### src/rtl/xm_pkg.sv
package xm_pkg;
  localparam int REG_DW  = 32;
  localparam int ADDR_W  = 32;
  localparam int LEN_W   = 16;
  localparam int BE_W    = 8;
  localparam int NBYTES  = 16;
  localparam int CNT_W   = LEN_W + 1;

  localparam logic [1:0] W_CTRL   = 2'd0;
  localparam logic [1:0] W_LOCAL  = 2'd1;
  localparam logic [1:0] W_REMOTE = 2'd2;
  localparam logic [1:0] W_MISC   = 2'd3;

  // storage present per byte offset (offset 1 is status, 2/3 reserved, 15 is the key)
  localparam logic [NBYTES-1:0] HAS_STORE = 16'h7FF1;

  typedef enum logic [1:0] {ST_IDLE, ST_LAUNCH, ST_WAIT} xm_state_t;
endpackage

### src/rtl/xm_regbank.sv
module xm_regbank
  import xm_pkg::*;
(
  input  logic                clk,
  input  logic                rst,
  input  logic                wr_en,
  input  logic                rd_en,
  input  logic [1:0]          word_sel,
  input  logic [3:0]          be,
  input  logic [REG_DW-1:0]   wdata,
  input  logic [7:0]          status_byte,
  output logic [REG_DW-1:0]   rdata,
  output logic [7:0]          ctrl_q,
  output logic [ADDR_W-1:0]   local_q,
  output logic [ADDR_W-1:0]   remote_q,
  output logic [LEN_W-1:0]    len_q,
  output logic [BE_W-1:0]     lanes_q
);
  logic [7:0] byte_q [NBYTES];
  logic [7:0] view_b [NBYTES];

  for (genvar i = 0; i < NBYTES; i++) begin : g_byte
    if (HAS_STORE[i]) begin : g_store
      always_ff @(posedge clk) begin
        if (rst)
          byte_q[i] <= 8'h00;
        else if (wr_en && word_sel == 2'(i / 4) && be[i % 4])
          byte_q[i] <= wdata[8*(i%4) +: 8];
      end
    end else begin : g_none
      assign byte_q[i] = 8'h00;
    end
    if (i == 1) begin : g_stat
      assign view_b[i] = status_byte;
    end else begin : g_plain
      assign view_b[i] = byte_q[i];
    end
  end

  assign ctrl_q   = byte_q[0];
  assign local_q  = {byte_q[7],  byte_q[6],  byte_q[5], byte_q[4]};
  assign remote_q = {byte_q[11], byte_q[10], byte_q[9], byte_q[8]};
  assign len_q    = {byte_q[13], byte_q[12]};
  assign lanes_q  = byte_q[14];

  always_ff @(posedge clk) begin
    if (rst)
      rdata <= '0;
    else if (rd_en)
      rdata <= {view_b[{word_sel, 2'd3}], view_b[{word_sel, 2'd2}],
                view_b[{word_sel, 2'd1}], view_b[{word_sel, 2'd0}]};
  end
endmodule

### src/rtl/xm_seq.sv
module xm_seq
  import xm_pkg::*;
#(
  parameter logic [7:0] GO_KEY = 8'h0A
) (
  input  logic                clk,
  input  logic                rst,
  input  logic                wr_en,
  input  logic [1:0]          word_sel,
  input  logic [3:0]          be,
  input  logic [REG_DW-1:0]   wdata,
  input  logic [7:0]          ctrl_q,
  input  logic [ADDR_W-1:0]   local_q,
  input  logic [ADDR_W-1:0]   remote_q,
  input  logic [LEN_W-1:0]    len_q,
  input  logic [BE_W-1:0]     lanes_q,
  input  logic                mst_ack,
  output logic                go_ok,
  output logic                busy,
  output logic                done,
  output logic                mst_req,
  output logic                mst_rd,
  output logic                mst_wr,
  output logic                mst_lock,
  output logic                mst_burst,
  output logic [ADDR_W-1:0]   mst_remote_addr,
  output logic [ADDR_W-1:0]   mst_local_addr,
  output logic [CNT_W-1:0]    mst_len,
  output logic [BE_W-1:0]     mst_be
);
  xm_state_t state;
  logic      key_hit, dir_ok;

  // MSB-first numbering: bit0 = ctrl_q[7] (read), bit1 = ctrl_q[6] (write)
  assign key_hit = wr_en && word_sel == W_MISC && be[3] && wdata[31:24] == GO_KEY;
  assign dir_ok  = ctrl_q[7] ^ ctrl_q[6];
  assign go_ok   = key_hit && dir_ok && state == ST_IDLE;

  always_ff @(posedge clk) begin
    if (rst) begin
      state           <= ST_IDLE;
      busy            <= 1'b0;
      done            <= 1'b0;
      mst_req         <= 1'b0;
      mst_rd          <= 1'b0;
      mst_wr          <= 1'b0;
      mst_lock        <= 1'b0;
      mst_burst       <= 1'b0;
      mst_remote_addr <= '0;
      mst_local_addr  <= '0;
      mst_len         <= '0;
      mst_be          <= '0;
    end else begin
      unique case (state)
        ST_IDLE: if (go_ok) begin
          state <= ST_LAUNCH;
          busy  <= 1'b1;
          done  <= 1'b0;
        end
        ST_LAUNCH: begin
          state           <= ST_WAIT;
          mst_req         <= 1'b1;
          mst_rd          <= ctrl_q[7];
          mst_wr          <= ctrl_q[6];
          mst_lock        <= ctrl_q[5];
          mst_burst       <= ctrl_q[4];
          mst_remote_addr <= remote_q;
          mst_local_addr  <= local_q;
          mst_len         <= (len_q == '0) ? CNT_W'(1) << LEN_W : CNT_W'(len_q);
          mst_be          <= ctrl_q[4] ? {BE_W{1'b1}} : lanes_q;
        end
        ST_WAIT: if (mst_ack) begin
          state   <= ST_IDLE;
          mst_req <= 1'b0;
          busy    <= 1'b0;
          done    <= 1'b1;
        end
        default: state <= ST_IDLE;
      endcase
    end
  end
endmodule

### src/rtl/xfer_master_ctl.sv
module xfer_master_ctl
  import xm_pkg::*;
#(
  parameter logic [7:0] GO_KEY = 8'h0A
) (
  input  logic               clk,
  input  logic               rst,
  input  logic               reg_wr_en,
  input  logic               reg_rd_en,
  input  logic [1:0]         reg_word_sel,
  input  logic [3:0]         reg_be,
  input  logic [31:0]        reg_wdata,
  output logic [31:0]        reg_rdata,
  output logic               busy,
  output logic               done,
  output logic               mst_req,
  input  logic               mst_ack,
  output logic               mst_rd,
  output logic               mst_wr,
  output logic               mst_lock,
  output logic               mst_burst,
  output logic [31:0]        mst_remote_addr,
  output logic [31:0]        mst_local_addr,
  output logic [16:0]        mst_len,
  output logic [7:0]         mst_be
);
  logic [7:0]        ctrl_q, lanes_q;
  logic [ADDR_W-1:0] local_q, remote_q;
  logic [LEN_W-1:0]  len_q;
  logic              go_ok_w;

  xm_regbank u_regs (
    .clk(clk), .rst(rst), .wr_en(reg_wr_en), .rd_en(reg_rd_en),
    .word_sel(reg_word_sel), .be(reg_be), .wdata(reg_wdata),
    .status_byte({done, busy, 6'b0}), .rdata(reg_rdata),
    .ctrl_q(ctrl_q), .local_q(local_q), .remote_q(remote_q),
    .len_q(len_q), .lanes_q(lanes_q)
  );

  xm_seq #(.GO_KEY(GO_KEY)) u_seq (
    .clk(clk), .rst(rst), .wr_en(reg_wr_en), .word_sel(reg_word_sel),
    .be(reg_be), .wdata(reg_wdata), .ctrl_q(ctrl_q), .local_q(local_q),
    .remote_q(remote_q), .len_q(len_q), .lanes_q(lanes_q),
    .mst_ack(mst_ack), .go_ok(go_ok_w), .busy(busy), .done(done),
    .mst_req(mst_req), .mst_rd(mst_rd), .mst_wr(mst_wr),
    .mst_lock(mst_lock), .mst_burst(mst_burst),
    .mst_remote_addr(mst_remote_addr), .mst_local_addr(mst_local_addr),
    .mst_len(mst_len), .mst_be(mst_be)
  );
endmodule

### config.mk
export PLATFORM = sky130hd
export DESIGN_NAME = xfer_master_ctl
export DESIGN_NICKNAME = d
export VERILOG_FILES = /design/src/rtl/xm_pkg.sv /design/src/rtl/xm_regbank.sv /design/src/rtl/xm_seq.sv /design/src/rtl/xfer_master_ctl.sv
export SDC_FILE = /design/constraint.sdc
export NUM_CORES = 1
export LEC_CHECK = 0
export BUFFER_PORTS_ARGS = -buffer_cell sky130_fd_sc_hd__buf_2
export CORE_MARGIN = 2
export CORE_UTILIZATION = 55
export CTS_BUF_LIST = sky130_fd_sc_hd__clkbuf_16
export DETAILED_ROUTE_END_ITERATION = 8
export PLACE_DENSITY = 0.8
export SYNTH_ARGS = -nofsm -noshare
export SYNTH_HDL_FRONTEND = slang
export SYNTH_SLANG_ARGS = --single-unit
### constraint.sdc
create_clock -name clk -period 1.7 [get_ports clk]
set_input_delay 0.085 -clock clk [delete_from_list [all_inputs] [get_ports clk]]
set_output_delay 0.085 -clock clk [all_outputs]
set_load 0.005 [all_outputs]
==> results of run 1 <==
-- area by class of cell --
| type | count | area share, % |
|---|---|---|
| timing repair buffer | 231 | 14.1 |
| multi-input combinational | 732 | 34.8 |
| tap | 188 | 2.18 |
| clock buffer | 23 | 5.34 |
| inverter | 1 | 0.0349 |
| clock inverter | 18 | 1.53 |
| sequential | 226 | 42.0 |
-- synth_stat cells (2+ instances only) --
cell                         n
sky130_fd_sc_hd__mux4_2     10
sky130_fd_sc_hd__nor2_1     42
sky130_fd_sc_hd__a311oi_1   14
sky130_fd_sc_hd__a21oi_1   181
sky130_fd_sc_hd__buf_1      11
sky130_fd_sc_hd__dfxtp_1   226
sky130_fd_sc_hd__o21ai_0    10
sky130_fd_sc_hd__nand2_1   382
sky130_fd_sc_hd__and4b_1     8
sky130_fd_sc_hd__mux2_2     14
sky130_fd_sc_hd__nand4_1     4
sky130_fd_sc_hd__a211oi_1    8
sky130_fd_sc_hd__mux2i_1    18
sky130_fd_sc_hd__nor2b_1     2
sky130_fd_sc_hd__a22oi_1     8
sky130_fd_sc_hd__and4_1      3
sky130_fd_sc_hd__buf_2      19
sky130_fd_sc_hd__nor4_1      5
sky130_fd_sc_hd__clkbuf_1   47
sky130_fd_sc_hd__nand4b_1    8
sky130_fd_sc_hd__nand3_1     3
-- state kept, by name, summed over array words and instances, names as in the netlist, 16 cells and up --
name                   flops
u_seq.mst_local_addr      32
u_regs.remote_q           32
u_seq.mst_remote_addr     32
u_regs.len_q              16
u_seq.mst_len             17
u_regs.local_q            32
u_regs.rdata              32
-- layout by cell type, fill, tap and decap left out, types with 2 or more instances in the layout --
cell	instances
sky130_fd_sc_hd__o21ai_0	10
sky130_fd_sc_hd__a21oi_1	181
sky130_fd_sc_hd__nand4_1	4
sky130_fd_sc_hd__mux4_2	10
sky130_fd_sc_hd__dlygate4sd3_1	38
sky130_fd_sc_hd__nor2_1	42
sky130_fd_sc_hd__buf_2	169
sky130_fd_sc_hd__clkinv_2	9
sky130_fd_sc_hd__nand2_1	382
sky130_fd_sc_hd__a211oi_1	8
sky130_fd_sc_hd__inv_1	4
sky130_fd_sc_hd__clkbuf_16	23
sky130_fd_sc_hd__a22oi_1	8
sky130_fd_sc_hd__dfxtp_1	226
sky130_fd_sc_hd__nand3_1	3
sky130_fd_sc_hd__mux2i_1	18
sky130_fd_sc_hd__bufinv_16	3
sky130_fd_sc_hd__buf_4	14
sky130_fd_sc_hd__nor4_1	5
sky130_fd_sc_hd__mux2_2	14
sky130_fd_sc_hd__and4_1	3
sky130_fd_sc_hd__nand4b_1	8
sky130_fd_sc_hd__and4b_1	8
sky130_fd_sc_hd__buf_12	9
sky130_fd_sc_hd__a311oi_1	14
sky130_fd_sc_hd__clkinvlp_4	2
-- power by group --
group,switching (mW),total [mW],internal [mW]
combinational,0.356,0.615,0.258
clock,2.07,5.00,2.92
sequential,0.0597,5.43,5.37
total,2.49,11.0,8.55
-- worst reg2reg max path, cell delays in order, from the launching register on --
cell	delay [ns]
sky130_fd_sc_hd__dfxtp_1	0.44
sky130_fd_sc_hd__nand2b_4	0.39
sky130_fd_sc_hd__buf_12	0.22
sky130_fd_sc_hd__nand2_1	0.08
sky130_fd_sc_hd__a21oi_1	0.15
-- logic make-up after synthesis --
| logic type | synth area share, % |
|---|---|
| AND/OR/NAND/NOR | 22.4 |
| flip-flops | 52.8 |
| AO/OA/AOI/OAI | 14.3 |
| buffers and inverters | 3.84 |
| multiplexers | 6.57 |
| XOR/XNOR | 0.102 |
-- metal layers --
layer / global-route usage [%] / up-vias
met5: 0 / -
met4: 8.63 / 0
met3: 4.78 / 52
met2: 46.6 / 292
met1: 35.9 / 3717
li1: - / 3842
-- through the flow --
| stage | setup WS [ns] | instances | total power, mW |
|---|---|---|---|
| floorplan | 0.459 | 1038 | 5.85 |
| global placement | 0.382 | 1340 | 6.07 |
| detailed placement | 0.308 | 1340 | 6.09 |
| CTS | 0.166 | 1419 | 11.1 |
| global route | 0.0355 | 1419 | 11.4 |
| finish | 0.131 | 1419 | 11.0 |
-- worst paths after layout --
check	slack (ns)	endpoint	from	depth (start not counted)
worst max register to register	0.33	u_seq.mst_remote_addr[2]$_SDFFE_PP0P_	u_seq.state[1]$_SDFFE_PP0P_	4
worst min-delay path	0.08	u_seq.busy$_SDFFE_PP0P_	reg_word_sel[0]	4
worst max-delay path	0.13	u_regs.local_q[26]$_SDFFE_PP0P_	reg_be[3]	6
worst min register to register	0.45	u_seq.mst_be[6]$_SDFFE_PP0P_	u_seq.mst_be[6]$_SDFFE_PP0P_	2
==> impl_results.html, run 1 <==
<table>
<tr><th>Metric</th><th>Value</th></tr>
<tr><th colspan="2">Run status</th></tr>
<tr><td>Run status</td><td>finished, final reports clean</td></tr>
<tr><th colspan="2">Yosys</th></tr>
<tr><td>Syn. warnings</td><td>0</td></tr>
<tr><td>Sequential-to-total area share from yosys stat</td><td>52.8%</td></tr>
<tr><td>Area contributors post-synth</td><td>sky130_fd_sc_hd__dfxtp_1, sky130_fd_sc_hd__nand2_1, sky130_fd_sc_hd__a21oi_1, sky130_fd_sc_hd__mux4_2, sky130_fd_sc_hd__mux2i_1</td></tr>
<tr><td>Mapped Avg Cell Area</td><td>8.26 sq um</td></tr>
<tr><td>Flop and latch count out of synthesis</td><td>226</td></tr>
<tr><td>Number of library cell types mapped by synthesis</td><td>36</td></tr>
<tr><td>Number of instances in the synthesized netlist</td><td>around 1000</td></tr>
<tr><td>Synth Net Count</td><td>1081</td></tr>
<tr><td>Proportion of synthesized flip-flops having asynchronous set or reset</td><td>0%</td></tr>
<tr><td>Area fraction of the dominant cell type after synthesis</td><td>52.8%</td></tr>
<tr><td>Count of flip-flops with a built-in enable after synthesis</td><td>0</td></tr>
<tr><td>Post-Syn Area</td><td>8570 sq um</td></tr>
<tr><td>Most common flop cell mapped by yosys</td><td>sky130_fd_sc_hd__dfxtp_1</td></tr>
<tr><td>Post-synthesis cell type with the largest combined area</td><td>sky130_fd_sc_hd__dfxtp_1</td></tr>
<tr><th colspan="2">Place</th></tr>
<tr><td>I/O Buffers</td><td>170</td></tr>
<tr><td>Post-place instance area</td><td>9650 sq um</td></tr>
<tr><td>Global placement routability congestion</td><td>0.820</td></tr>
<tr><td>Detailed placement HPWL</td><td>15000 um</td></tr>
<tr><th colspan="2">Worst hold path</th></tr>
<tr><td>Min-delay worst type</td><td>input pin to flip-flop</td></tr>
<tr><th colspan="2">Route</th></tr>
<tr><td>Detail Route met3 WL</td><td>roughly 1400 um</td></tr>
<tr><td>M1 wire length</td><td>9960 um</td></tr>
<tr><td>Number of optimization iterations in the first detailed-route pass</td><td>5</td></tr>
<tr><td>Average vias per placed instance</td><td>5.57</td></tr>
<tr><td>Number of antenna-violating nets in the routed design</td><td>0</td></tr>
<tr><td>Total met2 wirelength after detailed routing</td><td>11300 um</td></tr>
<tr><td>Total wire length after detailed routing</td><td>23300 um</td></tr>
<tr><td>Count of routing violations after the opening detailed-route iteration</td><td>611</td></tr>
<tr><td>Top layer in use</td><td>met4</td></tr>
<tr><td>Average detailed-routed wire length per instance</td><td>16.4 um</td></tr>
<tr><td>Count of vias placed by the detailed router</td><td>7903</td></tr>
<tr><td>DRC viols</td><td>0</td></tr>
<tr><th colspan="2">GRT</th></tr>
<tr><td>Maximum number of pins on one net before global-route repair</td><td>62</td></tr>
<tr><td>Number of antenna violations at the first check in global routing</td><td>0</td></tr>
<tr><td>GR Util All Layers</td><td>27.5%</td></tr>
<tr><td>Via count of the first global-routing pass</td><td>7386</td></tr>
<tr><td>Wire length of the first global-routing pass</td><td>37000 um</td></tr>
<tr><td>Congestion Overflow GR</td><td>0</td></tr>
<tr><th colspan="2">Clock network</th></tr>
<tr><td>Number of sinks driven by the clock tree</td><td>226</td></tr>
<tr><td>Number of buffers between clock root and the deepest sink</td><td>3</td></tr>
<tr><td>PostCTS Resize Cnt</td><td>0</td></tr>
<tr><td>Post-CTS setup-driven buffer insertion count</td><td>0</td></tr>
<tr><td>Clock root cell</td><td>sky130_fd_sc_hd__clkbuf_16</td></tr>
<tr><td>TritonCTS clock tree</td><td>done</td></tr>
<tr><td>Worst-skew pair later-pin latency</td><td>0.50 ns</td></tr>
<tr><td>Number of CTS-inserted buffers</td><td>23</td></tr>
<tr><td>CTS H-tree lvls</td><td>1</td></tr>
<tr><td>Quantity of hold-fixing buffers added after cts</td><td>38</td></tr>
<tr><td>Clock-pin slew of the registers on the worst-case setup and hold paths</td><td>0.07 ns</td></tr>
<tr><th colspan="2">Finish</th></tr>
<tr><td>Utilization after layout</td><td>70.8%</td></tr>
<tr><td>Fill cell count</td><td>1214</td></tr>
<tr><td>Area of combinational cells with multiple inputs</td><td>approximately 3700 sq um</td></tr>
<tr><td>Final net count</td><td>roughly 1300</td></tr>
<tr><td>Area added between synthesis and finish</td><td>25.6%</td></tr>
<tr><td>Fraction of layout cells with a size suffix above 1</td><td>21.0%</td></tr>
<tr><td>Finished layout cell area</td><td>roughly 11000 sq um</td></tr>
<tr><td>Inserted Diodes</td><td>0</td></tr>
<tr><td>Register Area</td><td>4520 sq um</td></tr>
<tr><th colspan="2">Floorplanning</th></tr>
<tr><td>Top Ports</td><td>171</td></tr>
<tr><td>Initial standard-cell utilization of the core</td><td>a little under three fifths</td></tr>
<tr><td>Die span in x</td><td>approximately 130 um</td></tr>
<tr><td>Core Box Area</td><td>between 15000 and 20000 sq um</td></tr>
<tr><td>Full die area</td><td>between 15000 and 20000 sq um</td></tr>
<tr><td>Std-Cell Rows</td><td>45</td></tr>
<tr><td>Die height</td><td>129 um</td></tr>
<tr><th colspan="2">Power and ir drop</th></tr>
<tr><td>Worst vdd ir</td><td>803 uV</td></tr>
<tr><td>Total leakage power</td><td>4.21 nW</td></tr>
<tr><td>Power Dens Cells</td><td>1030 nW/um^2</td></tr>
<tr><th colspan="2">Critical path</th></tr>
<tr><td>Critical path endpoint category</td><td>flip-flop</td></tr>
<tr><td>Largest stage delay on the critical path</td><td>0.59 ns</td></tr>
<tr><td>Sort of element at the start of the critical path</td><td>input pin</td></tr>
<tr><td>Top Family by Delay on Critical Path</td><td>buffers and inverters</td></tr>
<tr><td>CP Class</td><td>input pin to flip-flop</td></tr>
<tr><td>Worst EP arrival</td><td>1.96 ns</td></tr>
<tr><td>Slowest cell on the critical path</td><td>sky130_fd_sc_hd__dlygate4sd3_1</td></tr>
<tr><td>Data required, critical path</td><td>around 2.1 ns</td></tr>
<tr><td>List of cells traversed by the critical path</td><td>dlygate4sd3_1, buf_2, nand4b_1, nand2_1, a21oi_1, dlygate4sd3_1</td></tr>
<tr><td>Biggest fanout along the worst timing path</td><td>8</td></tr>
<tr><td>Most prevalent standard cell on the critical path</td><td>sky130_fd_sc_hd__dlygate4sd3_1</td></tr>
<tr><td>Combined buffer and inverter count along the critical path</td><td>3</td></tr>
<tr><th colspan="2">STA</th></tr>
<tr><td>Worst Skew</td><td>0.0169 ns</td></tr>
<tr><td>Share of the clock period used by the worst path after layout</td><td>between 90% and 100%</td></tr>
<tr><td>Transition time at the pin with the least slew margin</td><td>0.485 ns</td></tr>
<tr><td>Final critical delay including setup and external delays</td><td>1.57 ns</td></tr>
<tr><td>F_max</td><td>637 MHz</td></tr>
<tr><td>Worst hold margin</td><td>a little under 0.08 ns</td></tr>
<tr><td>Relative slew slack</td><td>67.5%</td></tr>
<tr><td>Total negative slack for setup checks</td><td>0 ns</td></tr>
<tr><td>Number of max-slew violations in the final report</td><td>0</td></tr>
<tr><td>Setup repair after global routing missed its margin</td><td>false</td></tr>
<tr><td>Final count of hold timing violations</td><td>0</td></tr>
<tr><td>Setup violations, final</td><td>0</td></tr>
<tr><th colspan="2">Flow run</th></tr>
<tr><td>Maximum capacitance violations</td><td>0</td></tr>
</table>
Note: power is estimated with default switching activity, not from simulation.
==> run 2, diff against run 1 <==
--- a/config.mk
+++ b/config.mk
@@ -10,7 +10,7 @@
 export CORE_UTILIZATION = 55
 export CTS_BUF_LIST = sky130_fd_sc_hd__clkbuf_16
 export DETAILED_ROUTE_END_ITERATION = 8
-export PLACE_DENSITY = 0.8
+export PLACE_DENSITY = 0.85
 export SYNTH_ARGS = -nofsm -noshare
 export SYNTH_HDL_FRONTEND = slang
 export SYNTH_SLANG_ARGS = --single-unit
==> run 2 against run 1 <==
  * Via count increased by 0.10%
  * Wire length barely moved
  * Combinational power decreased by 1%
  * Power increased by 0.49%
  * Largest cell class unchanged
  * First-iteration DRC count rose by 11%
  * Clock skew is 0.0082 ns lower
  * Clock power increased by 1%
  * Sequential power barely moved
==> impl_results.html, run 2 (same netlist as run 1, synthesis figures left out) <==
<table>
<tr><th>Metric</th><th>Value</th></tr>
<tr><th colspan="2">Run status</th></tr>
<tr><td>Run status</td><td>finished, final reports clean</td></tr>
<tr><th colspan="2">Clock network</th></tr>
<tr><td>Number of buffers between clock root and the deepest sink</td><td>3</td></tr>
<tr><td>Clock root cell</td><td>sky130_fd_sc_hd__clkbuf_16</td></tr>
<tr><td>Number of CTS-inserted buffers</td><td>23</td></tr>
<tr><td>TritonCTS clock tree</td><td>done</td></tr>
<tr><td>Quantity of hold-fixing buffers added after cts</td><td>35</td></tr>
<tr><td>Number of sinks driven by the clock tree</td><td>226</td></tr>
<tr><td>Post-CTS setup-driven buffer insertion count</td><td>0</td></tr>
<tr><td>Worst-skew pair later-pin latency</td><td>about 0.5 ns</td></tr>
<tr><td>PostCTS Resize Cnt</td><td>0</td></tr>
<tr><td>Clock-pin slew of the registers on the worst-case setup and hold paths</td><td>0.06 ns</td></tr>
<tr><td>CTS H-tree lvls</td><td>1</td></tr>
<tr><th colspan="2">Route</th></tr>
<tr><td>Count of vias placed by the detailed router</td><td>7911</td></tr>
<tr><td>Total wire length after detailed routing</td><td>23300 um</td></tr>
<tr><td>Number of antenna-violating nets in the routed design</td><td>0</td></tr>
<tr><td>Average detailed-routed wire length per instance</td><td>16.4 um</td></tr>
<tr><td>Number of optimization iterations in the first detailed-route pass</td><td>5</td></tr>
<tr><td>DRC viols</td><td>0</td></tr>
<tr><td>Count of routing violations after the opening detailed-route iteration</td><td>679</td></tr>
<tr><td>Average vias per placed instance</td><td>5.59</td></tr>
<tr><th colspan="2">Place</th></tr>
<tr><td>Detailed placement HPWL</td><td>15100 um</td></tr>
<tr><td>Post-place instance area</td><td>roughly 9600 sq um</td></tr>
<tr><td>I/O Buffers</td><td>170</td></tr>
<tr><td>Global placement routability congestion</td><td>a little over 0.8</td></tr>
<tr><th colspan="2">Worst hold path</th></tr>
<tr><td>Depth of the worst hold-timing path</td><td>4</td></tr>
<tr><td>Hold path endpoint</td><td>u_seq.state[0]$_SDFFE_PP0P_</td></tr>
<tr><td>Min-delay worst type</td><td>input pin to flip-flop</td></tr>
<tr><td>Hold Crit Start</td><td>reg_be[3]</td></tr>
<tr><th colspan="2">GRT</th></tr>
<tr><td>GR Util All Layers</td><td>between 20% and 30%</td></tr>
<tr><td>Wire length of the first global-routing pass</td><td>36700 um</td></tr>
<tr><td>Congestion Overflow GR</td><td>0</td></tr>
<tr><td>Number of antenna violations at the first check in global routing</td><td>0</td></tr>
<tr><td>Maximum number of pins on one net before global-route repair</td><td>75</td></tr>
<tr><td>Via count of the first global-routing pass</td><td>7329</td></tr>
<tr><th colspan="2">Floorplanning</th></tr>
<tr><td>Full die area</td><td>16600 sq um</td></tr>
<tr><td>Die height</td><td>129 um</td></tr>
<tr><td>Std-Cell Rows</td><td>45</td></tr>
<tr><td>Die span in x</td><td>approximately 130 um</td></tr>
<tr><td>Initial standard-cell utilization of the core</td><td>56.4%</td></tr>
<tr><td>Core Box Area</td><td>15200 sq um</td></tr>
<tr><td>Top Ports</td><td>roughly 170</td></tr>
<tr><th colspan="2">Power and ir drop</th></tr>
<tr><td>Power Dens Cells</td><td>1040 nW/um^2</td></tr>
<tr><td>Total power</td><td>~11 mW</td></tr>
<tr><td>Worst vdd ir</td><td>between 800 and 900 uV</td></tr>
<tr><td>Total leakage power</td><td>4.18 nW</td></tr>
<tr><th colspan="2">Critical path</th></tr>
<tr><td>Combined buffer and inverter count along the critical path</td><td>4</td></tr>
<tr><td>Critical path endpoint category</td><td>flip-flop</td></tr>
<tr><td>List of cells traversed by the critical path</td><td>dlygate4sd3_1, buf_2, buf_4, and2b_1, buf_4, a22oi_1, a211oi_1</td></tr>
<tr><td>Largest stage delay on the critical path</td><td>0.54 ns</td></tr>
<tr><td>Top Family by Delay on Critical Path</td><td>buffers and inverters</td></tr>
<tr><td>Biggest fanout along the worst timing path</td><td>20</td></tr>
<tr><td>Most prevalent standard cell on the critical path</td><td>sky130_fd_sc_hd__buf_4</td></tr>
<tr><td>R2R Path Start</td><td>u_seq.state[0]$_SDFFE_PP0P_</td></tr>
<tr><td>Worst EP arrival</td><td>1.86 ns</td></tr>
<tr><td>Sort of element at the start of the critical path</td><td>input pin</td></tr>
<tr><td>FF-to-FF path depth</td><td>4</td></tr>
<tr><td>Endpoint of the most critical register-to-register path</td><td>u_seq.mst_be[2]$_SDFFE_PP0P_</td></tr>
<tr><td>Worst setup slack for register-to-register paths</td><td>0.26 ns</td></tr>
<tr><td>Data required, critical path</td><td>2.07 ns</td></tr>
<tr><td>Slowest cell on the critical path</td><td>sky130_fd_sc_hd__dlygate4sd3_1</td></tr>
<tr><td>CP Class</td><td>input pin to flip-flop</td></tr>
<tr><th colspan="2">STA</th></tr>
<tr><td>Relative slew slack</td><td>60.8%</td></tr>
<tr><td>Transition time at the pin with the least slew margin</td><td>0.588 ns</td></tr>
<tr><td>Share of the clock period used by the worst path after layout</td><td>87.8%</td></tr>
<tr><td>Final count of hold timing violations</td><td>0</td></tr>
<tr><td>Number of max-slew violations in the final report</td><td>0</td></tr>
<tr><td>Final critical delay including setup and external delays</td><td>1.49 ns</td></tr>
<tr><td>Setup violations, final</td><td>0</td></tr>
<tr><td>F_max</td><td>670 MHz</td></tr>
<tr><td>Setup repair after global routing missed its margin</td><td>false</td></tr>
<tr><td>Total negative slack for setup checks</td><td>0 ns</td></tr>
<tr><td>Worst hold margin</td><td>0.0262 ns</td></tr>
<tr><td>Worst Skew</td><td>~0.0087 ns</td></tr>
<tr><th colspan="2">Flow run</th></tr>
<tr><td>Maximum capacitance violations</td><td>0</td></tr>
<tr><th colspan="2">Finish</th></tr>
<tr><td>Utilization after layout</td><td>70.4%</td></tr>
<tr><td>Leading cell types in the layout, fill and taps excluded</td><td>sky130_fd_sc_hd__nand2_1, sky130_fd_sc_hd__dfxtp_1, sky130_fd_sc_hd__a21oi_1, sky130_fd_sc_hd__buf_2, sky130_fd_sc_hd__nor2_1</td></tr>
<tr><td>Most common cell after layout, fill and taps aside</td><td>sky130_fd_sc_hd__nand2_1</td></tr>
<tr><td>Area added between synthesis and finish</td><td>24.9%</td></tr>
<tr><td>Inserted Diodes</td><td>0</td></tr>
<tr><td>Final net count</td><td>1256</td></tr>
<tr><td>Finished layout cell area</td><td>10700 sq um</td></tr>
<tr><td>Fraction of layout cells with a size suffix above 1</td><td>slightly above 20%</td></tr>
<tr><td>Fill cell count</td><td>1176</td></tr>
</table>
==> run 2: layer usage <==
| metal | vias to the layer above | part of all wire [%] | global-route usage (%) |
|---|---|---|---|
| met3 | 47 | 6.9 | 4.99 |
| met1 | 3736 | 43 | 35.8 |
| met5 | - | 0 | 0 |
| met4 | 0 | 2.1 | 7.61 |
| li1 | 3829 | - | - |
| met2 | 299 | 48 | 45.6 |
==> run 2: cell type report <==
type                    instances  area, sq um  share of cell area, %
flip-flops and latches        226         4520                   42.3
inverters                       1         3.75                 0.0351
repair buffers                229         1450                   13.5
clock buffers                  23          576                   5.38
clock inverters                17          175                   1.64
well taps                     188          235                   2.20
multi-input cells             732         3740                   35.0
==> run 2: power by group <==
group          total (mW)  switching [mW]  internal, mW
registers            5.43          0.0607          5.37
clock network        5.06            2.01          3.05
logic               0.607           0.353         0.254
total                11.1            2.42          8.68
==> run 2: how the worst max path moves through the flow <==
stage                                      startpoint                            end  slack [ns]  cells after the start
after floorplan           u_seq.state[0]$_SDFFE_PP0P_  u_seq.mst_len[1]$_SDFFE_PP0P_        0.46                      5
after global placement                reg_word_sel[0]  u_regs.rdata[25]$_SDFFE_PP0P_        0.32                      6
after detailed placement              reg_word_sel[0]  u_regs.rdata[31]$_SDFFE_PP0P_        0.26                      6
after CTS                             reg_word_sel[0]  u_regs.rdata[27]$_SDFFE_PP0P_        0.24                      7
after global routing                  reg_word_sel[0]  u_regs.rdata[27]$_SDFFE_PP0P_        0.10                      7
final                                 reg_word_sel[0]  u_regs.rdata[31]$_SDFFE_PP0P_        0.21                      7
==> run 2: metrics by stage <==
stage	std cells	setup WS (ns)
3_3_place_gp	1341	0.317
3_5_place_dp	1341	0.265
6_report	1416	0.207
4_1_cts	1416	0.236
2_1_floorplan	1038	0.459
5_1_grt	1416	0.103
==> run 2: tightest hold or removal path: stages <==
cell	delay [ns]
sky130_fd_sc_hd__buf_2	0.13
sky130_fd_sc_hd__nand4_1	0.10
sky130_fd_sc_hd__or3_1	0.11
sky130_fd_sc_hd__nor4_1	0.05
